===== config.mk =====
export PLATFORM = sky130hd
export DESIGN_NAME = osd_vline_cmp
export DESIGN_NICKNAME = d
export VERILOG_FILES = /design/src/rtl/osd_vpos_pkg.sv /design/src/rtl/osd_sync_rise.sv /design/src/rtl/osd_vpos_regs.sv /design/src/rtl/osd_line_counter.sv /design/src/rtl/osd_start_cmp.sv /design/src/rtl/osd_vline_cmp.sv
export SDC_FILE = /design/constraint.sdc
export NUM_CORES = 1
export LEC_CHECK = 0
export BUFFER_PORTS_ARGS = -buffer_cell sky130_fd_sc_hd__buf_2
export CAP_MARGIN = 30
export CORE_ASPECT_RATIO = 0.7
export CORE_UTILIZATION = 55
export CTS_CLUSTER_SIZE = 20
export DETAILED_ROUTE_END_ITERATION = 12
export PLACE_DENSITY_LB_ADDON = 0.08
export SLEW_MARGIN = 25
export SYNTH_ARGS = -nofsm -noshare
export SYNTH_HDL_FRONTEND = slang
export SYNTH_HIERARCHICAL = 1
export SYNTH_SLANG_ARGS = --single-unit

===== constraint.sdc =====
create_clock -name clk -period 3.35 [get_ports clk]
set_input_delay 0 -clock clk [delete_from_list [all_inputs] [get_ports clk]]
set_output_delay 0 -clock clk [all_outputs]
set_load 0.01 [all_outputs]

===== src/rtl/osd_vpos_pkg.sv =====
package osd_vpos_pkg;
  localparam int REG_W  = 8;
  localparam int POS_W  = REG_W + 1;
  localparam int ADDR_W = 3;
  localparam int NBLK   = 2;

  localparam logic [ADDR_W-1:0] A_START1 = 3'd0;
  localparam logic [ADDR_W-1:0] A_START2 = 3'd1;
  localparam logic [ADDR_W-1:0] A_TOP    = 3'd2;
  localparam logic [ADDR_W-1:0] A_BOT    = 3'd3;
  localparam logic [ADDR_W-1:0] A_CTRL   = 3'd4;

  typedef struct packed {
    logic                  dbl;
    logic [NBLK-1:0]       ext;
    logic [REG_W-1:0]      bot;
    logic [REG_W-1:0]      top;
    logic [NBLK-1:0][REG_W-1:0] start;
  } vpos_cfg_t;
endpackage


===== src/rtl/osd_sync_rise.sv =====
module osd_sync_rise #(
  parameter int STAGES = 2
) (
  input  logic clk,
  input  logic rst_n,
  input  logic async_in,
  output logic rise
);
  logic [STAGES:0] sh;

  always_ff @(posedge clk or negedge rst_n) begin
    if (!rst_n) sh <= '0;
    else        sh <= {sh[STAGES-1:0], async_in};
  end

  // sh[STAGES-1] is the last synchroniser stage, sh[STAGES] its delayed copy
  assign rise = sh[STAGES-1] & ~sh[STAGES];
endmodule


===== src/rtl/osd_vpos_regs.sv =====
module osd_vpos_regs
  import osd_vpos_pkg::*;
(
  input  logic              clk,
  input  logic              rst_n,
  input  logic              wr_en,
  input  logic [ADDR_W-1:0] wr_addr,
  input  logic [REG_W-1:0]  wr_data,
  input  logic [ADDR_W-1:0] rd_addr,
  output logic [REG_W-1:0]  rd_data,
  output vpos_cfg_t         cfg
);
  localparam int CTRL_USED = NBLK + 1;

  always_ff @(posedge clk or negedge rst_n) begin
    if (!rst_n) begin
      cfg <= '0;
    end else if (wr_en) begin
      case (wr_addr)
        A_START1: cfg.start[0] <= wr_data;
        A_START2: cfg.start[1] <= wr_data;
        A_TOP:    cfg.top      <= wr_data;
        A_BOT:    cfg.bot      <= wr_data;
        A_CTRL:   {cfg.dbl, cfg.ext} <= wr_data[CTRL_USED-1:0];
        default:  ;
      endcase
    end
  end

  always_comb begin
    case (rd_addr)
      A_START1: rd_data = cfg.start[0];
      A_START2: rd_data = cfg.start[1];
      A_TOP:    rd_data = cfg.top;
      A_BOT:    rd_data = cfg.bot;
      A_CTRL:   rd_data = {{(REG_W-CTRL_USED){1'b0}}, cfg.dbl, cfg.ext};
      default:  rd_data = '0;
    endcase
  end
endmodule


===== src/rtl/osd_line_counter.sv =====
module osd_line_counter #(
  parameter int POS_W = 9
) (
  input  logic             clk,
  input  logic             rst_n,
  input  logic             hs_rise,
  input  logic             vs_rise,
  input  logic             dbl,
  output logic [POS_W-1:0] cnt,
  output logic             step
);
  localparam logic [POS_W-1:0] CNT_MAX = '1;
  logic half;

  always_ff @(posedge clk or negedge rst_n) begin
    if (!rst_n) begin
      cnt  <= '0;
      half <= 1'b0;
      step <= 1'b0;
    end else begin
      step <= 1'b0;
      if (vs_rise) begin
        cnt  <= '0;
        half <= 1'b0;
      end else if (hs_rise) begin
        if (dbl && !half) begin
          half <= 1'b1;
        end else begin
          half <= 1'b0;
          if (cnt != CNT_MAX) begin
            cnt  <= cnt + 1'b1;
            step <= 1'b1;
          end
        end
      end
    end
  end
endmodule


===== src/rtl/osd_start_cmp.sv =====
module osd_start_cmp #(
  parameter int REG_W = 8,
  parameter int POS_W = REG_W + 1
) (
  input  logic             clk,
  input  logic             rst_n,
  input  logic [POS_W-1:0] cnt,
  input  logic             step,
  input  logic [REG_W-1:0] n,
  input  logic             ext,
  output logic [POS_W-1:0] pos,
  output logic             bad,
  output logic             strobe
);
  assign pos = {ext, n};
  assign bad = (n == '0) && !ext;

  always_ff @(posedge clk or negedge rst_n) begin
    if (!rst_n) strobe <= 1'b0;
    else        strobe <= step && (cnt == pos) && !bad;
  end
endmodule


===== src/rtl/osd_vline_cmp.sv =====
module osd_vline_cmp
  import osd_vpos_pkg::*;
(
  input  logic             clk,
  input  logic             rst_n,
  input  logic             hsync_in,
  input  logic             vsync_in,
  input  logic             wr_en,
  input  logic [2:0]       wr_addr,
  input  logic [7:0]       wr_data,
  input  logic [2:0]       rd_addr,
  output logic [7:0]       rd_data,
  output logic [1:0]       blk_start,
  output logic             win_active,
  output logic [2:0]       cfg_bad
);
  localparam int SYNC_STAGES = 2;

  vpos_cfg_t              cfg;
  logic                   hs_rise, vs_rise;
  logic [POS_W-1:0]       line_cnt;
  logic                   line_step;
  logic [NBLK-1:0][POS_W-1:0] start_pos;
  logic [NBLK-1:0]        start_bad;
  logic [POS_W-1:0]       top_pos, bot_pos;
  logic                   top_bad;

  osd_sync_rise #(.STAGES(SYNC_STAGES)) u_hs (
    .clk(clk), .rst_n(rst_n), .async_in(hsync_in), .rise(hs_rise));
  osd_sync_rise #(.STAGES(SYNC_STAGES)) u_vs (
    .clk(clk), .rst_n(rst_n), .async_in(vsync_in), .rise(vs_rise));

  osd_vpos_regs u_regs (
    .clk(clk), .rst_n(rst_n), .wr_en(wr_en), .wr_addr(wr_addr),
    .wr_data(wr_data), .rd_addr(rd_addr), .rd_data(rd_data), .cfg(cfg));

  osd_line_counter #(.POS_W(POS_W)) u_cnt (
    .clk(clk), .rst_n(rst_n), .hs_rise(hs_rise), .vs_rise(vs_rise),
    .dbl(cfg.dbl), .cnt(line_cnt), .step(line_step));

  for (genvar b = 0; b < NBLK; b++) begin : g_blk
    osd_start_cmp #(.REG_W(REG_W), .POS_W(POS_W)) u_cmp (
      .clk(clk), .rst_n(rst_n), .cnt(line_cnt), .step(line_step),
      .n(cfg.start[b]), .ext(cfg.ext[b]), .pos(start_pos[b]),
      .bad(start_bad[b]), .strobe(blk_start[b]));
  end

  // window borders borrow the extension bits of block 1 and block 2
  assign top_pos = {cfg.ext[0], cfg.top};
  assign bot_pos = {cfg.ext[1], cfg.bot};
  assign top_bad = (cfg.top == '0) && !cfg.ext[0];

  always_ff @(posedge clk or negedge rst_n) begin
    if (!rst_n) begin
      win_active <= 1'b0;
    end else if (vs_rise) begin
      win_active <= 1'b0;
    end else if (line_step) begin
      if (line_cnt == bot_pos)
        win_active <= 1'b0;
      else if ((line_cnt == top_pos) && (top_pos < bot_pos) && !top_bad)
        win_active <= 1'b1;
    end
  end

  assign cfg_bad = {top_bad, start_bad};
endmodule


==> reports/metrics.csv <==
stage;metric;value;unit
grt;grt_usage;26.25;%
sta;setup_viol;0;
clock_tree;path_clk_slew;0.09;ns
critical_path;crit_slowest_cell;dfrtp_1;
layout;utilization;67.03;%
critical_path;worst_ep_arrival_time;2.60;ns
clock_tree;cts_repair_resize_count;0;
grt;grt_pass1_vias;2305;
placement;gp_congestion;0.8256;
critical_path;max_stage_delay;0.50;ns
critical_path;cp_data_required_time;3.54;ns
route;post_drt_wl_per_cell;18.32;um
floorplan;core;0.005450;mm2
layout;final_cell_mix;55 x dfrtp_1, 41 x mux2_2, 32 x buf_2;
critical_path;setup.worst_path.class;flop to flop;
sta;slew-limit-headroom;41.49;%
clock_tree;cts_num_sinks;55;
power;irDropWorstVdd;0.0003440;V
synthesis;syn-num-nets;301;
clock_tree;clkLatencyLatePin;0.29;ns
synthesis;yosys_warnings;6;
layout;num_antenna_cells;0;
power;powerDensity;502.8;mW/mm2
sta;slew_violations;0;
floorplan;die_h;66.11;um
route;drcViolationCount;0;
clock_tree;cts_setup_buffers;0;
sta;worst_pin_slew;0.8759;ns
sta;rsz0062_at_grt;false;
clock_tree;cts_buffer_depth;2;
sta;period_needed;2.413;ns
route;drt_wl_total;7089;um
clock_tree;cts_made_buffers;5;
run;max-cap-violations;0;
clock_tree;clockRootBuffer;clkbuf_8;
sta;max_freq;414.3;MHz
placement;dpl.hpwl;5171;um
synthesis;synth_area_per_cell;11.87;um2
critical_path;crit_chain;ha_1 > nand3_2 > nor3_1 > ha_1 > nand2b_1 > nor4_1 > mux2_2;
sta;setup-tns-final;0;ns
floorplan;ios;33;
outcome;status;finished, final reports clean;
layout;area_delta_synth_final;13.13;%
sta;fin_crit_sh;72.04;%
layout;nets;343;
route;dr.pass1.iters;4;
layout;layout_commonest_cell;dfrtp_1;
grt;antenna_found_initial;0;
power;total_leakage_power;1.525;nW
placement;numPortBuffers;32;
clock_tree;cts_tree;built;
synthesis;synth_cells;272;
critical_path;worstPathMaxFanout;16;
floorplan;row_count;22;
layout;finalInstanceArea;0.003654;mm2
route;viasPerCell;5.801;
floorplan;start_util;59.25;%
critical_path;cp-start-kind;flop;
route;antenna_left;0;
critical_path;cp_common_cell;ha_1;
synthesis;synth_area;0.003229;mm2
route;dr.first_iter.drc_count;109;
sta;final-hold-violation-count;0;
worst_hold_path;hold_class;input port to flop;
floorplan;die_w;93.59;um
route;vias;2245;
grt;grt_max_degree;56;
grt;grt_overflow;0;
layout;fin_cells;387;
floorplan;dieArea;0.006187;mm2
placement;place_area;0.003453;mm2
critical_path;crit_path_end_kind;flop;
clock_tree;htree_num_levels;2;
grt;grt_pass1_wl;12070;um
placement;dp_cells;369;
layout;drive_above_1_share;31.11;%
clock_tree;ctsHoldBuffers;10;
sta;worst_clock_skew;0.007106;ns
[path summary, 6_finish.rpt]
| check | cells after the start | start | endpoint | slack [ns] |
|---|---|---|---|---|
| setup / recovery | 7 | u_cnt/cnt[0] | u_cnt/cnt[6] | 0.94 |
| hold / removal | 2 | wr_data[1] | u_regs/cfg[25] | 0.03 |
| setup reg to reg | 7 | u_cnt/cnt[0] | u_cnt/cnt[6] | 0.94 |
| hold reg to reg | 0 | u_hs/sh[0] | u_hs/sh[1] | 0.36 |
| max in group asynchronous | 3 | rst_n | u_cnt/cnt[8] | 2.51 |
| min in group asynchronous | 3 | rst_n | u_regs/cfg[4] | 0.37 |
[worst max-delay path: cells and delay by family, from the launching register on]
family	cells	cell delay [ns]
flip-flops	1	0.50
multiplexers	1	0.38
AND/OR/NAND/NOR	4	0.96
adder cells (fa/ha/maj)	2	0.46
[power by group]
group / total (W) / leakage, nW / internal (W) / switching [W]
logic: 0.000513 / 0.790 / 0.000289 / 0.000223
registers: 0.000935 / 0.683 / 0.000767 / 0.000168
clock network: 0.000389 / 0.0515 / 0.000189 / 0.000200
total: 0.00184 / 1.52 / 0.00125 / 0.000591
[area by class of cell]
class	count	area, um2
Clock buffer	8	100.1
Fill cell	452	1797
Inverter	12	45.04
Multi-Input combinational cell	195	1759
Sequential cell	55	1376
Tap cell	72	90.09
Timing Repair Buffer	45	282.8
[metal layers]
layer	global-route usage, %	routed length (um)	part of all wire, %
met5	0	0	0
met4	3.077	19	0.27
met3	4.023	272	3.8
met2	41.45	3189	45
met1	39.42	3606	51
[registers in the layout, summed over array words and instances (netlist names)]
signal,cells
u_vs/sh,3
u_regs/cfg,35
u_cnt/cnt,9
win_active,1
u_hs/sh,3
u_cnt/step,1
u_cnt/half,1
g_blk.u_cmp/strobe,2
[per-stage QoR]
stage / power [W] / setup slack [ns] / hold WS [ns]
after detailed placement: 0.001450 / 1.008 / 0.1093
after global routing: 0.001962 / 0.7920 / 0.01683
after floorplan: 0.001289 / 1.386 / -0.2956
after CTS: 0.001847 / 0.9635 / 0.01632
after global placement: 0.001436 / 1.064 / 0.1075
final: 0.001837 / 0.9366 / 0.02793
No activity file was read; power rests on OpenSTA's default activity.
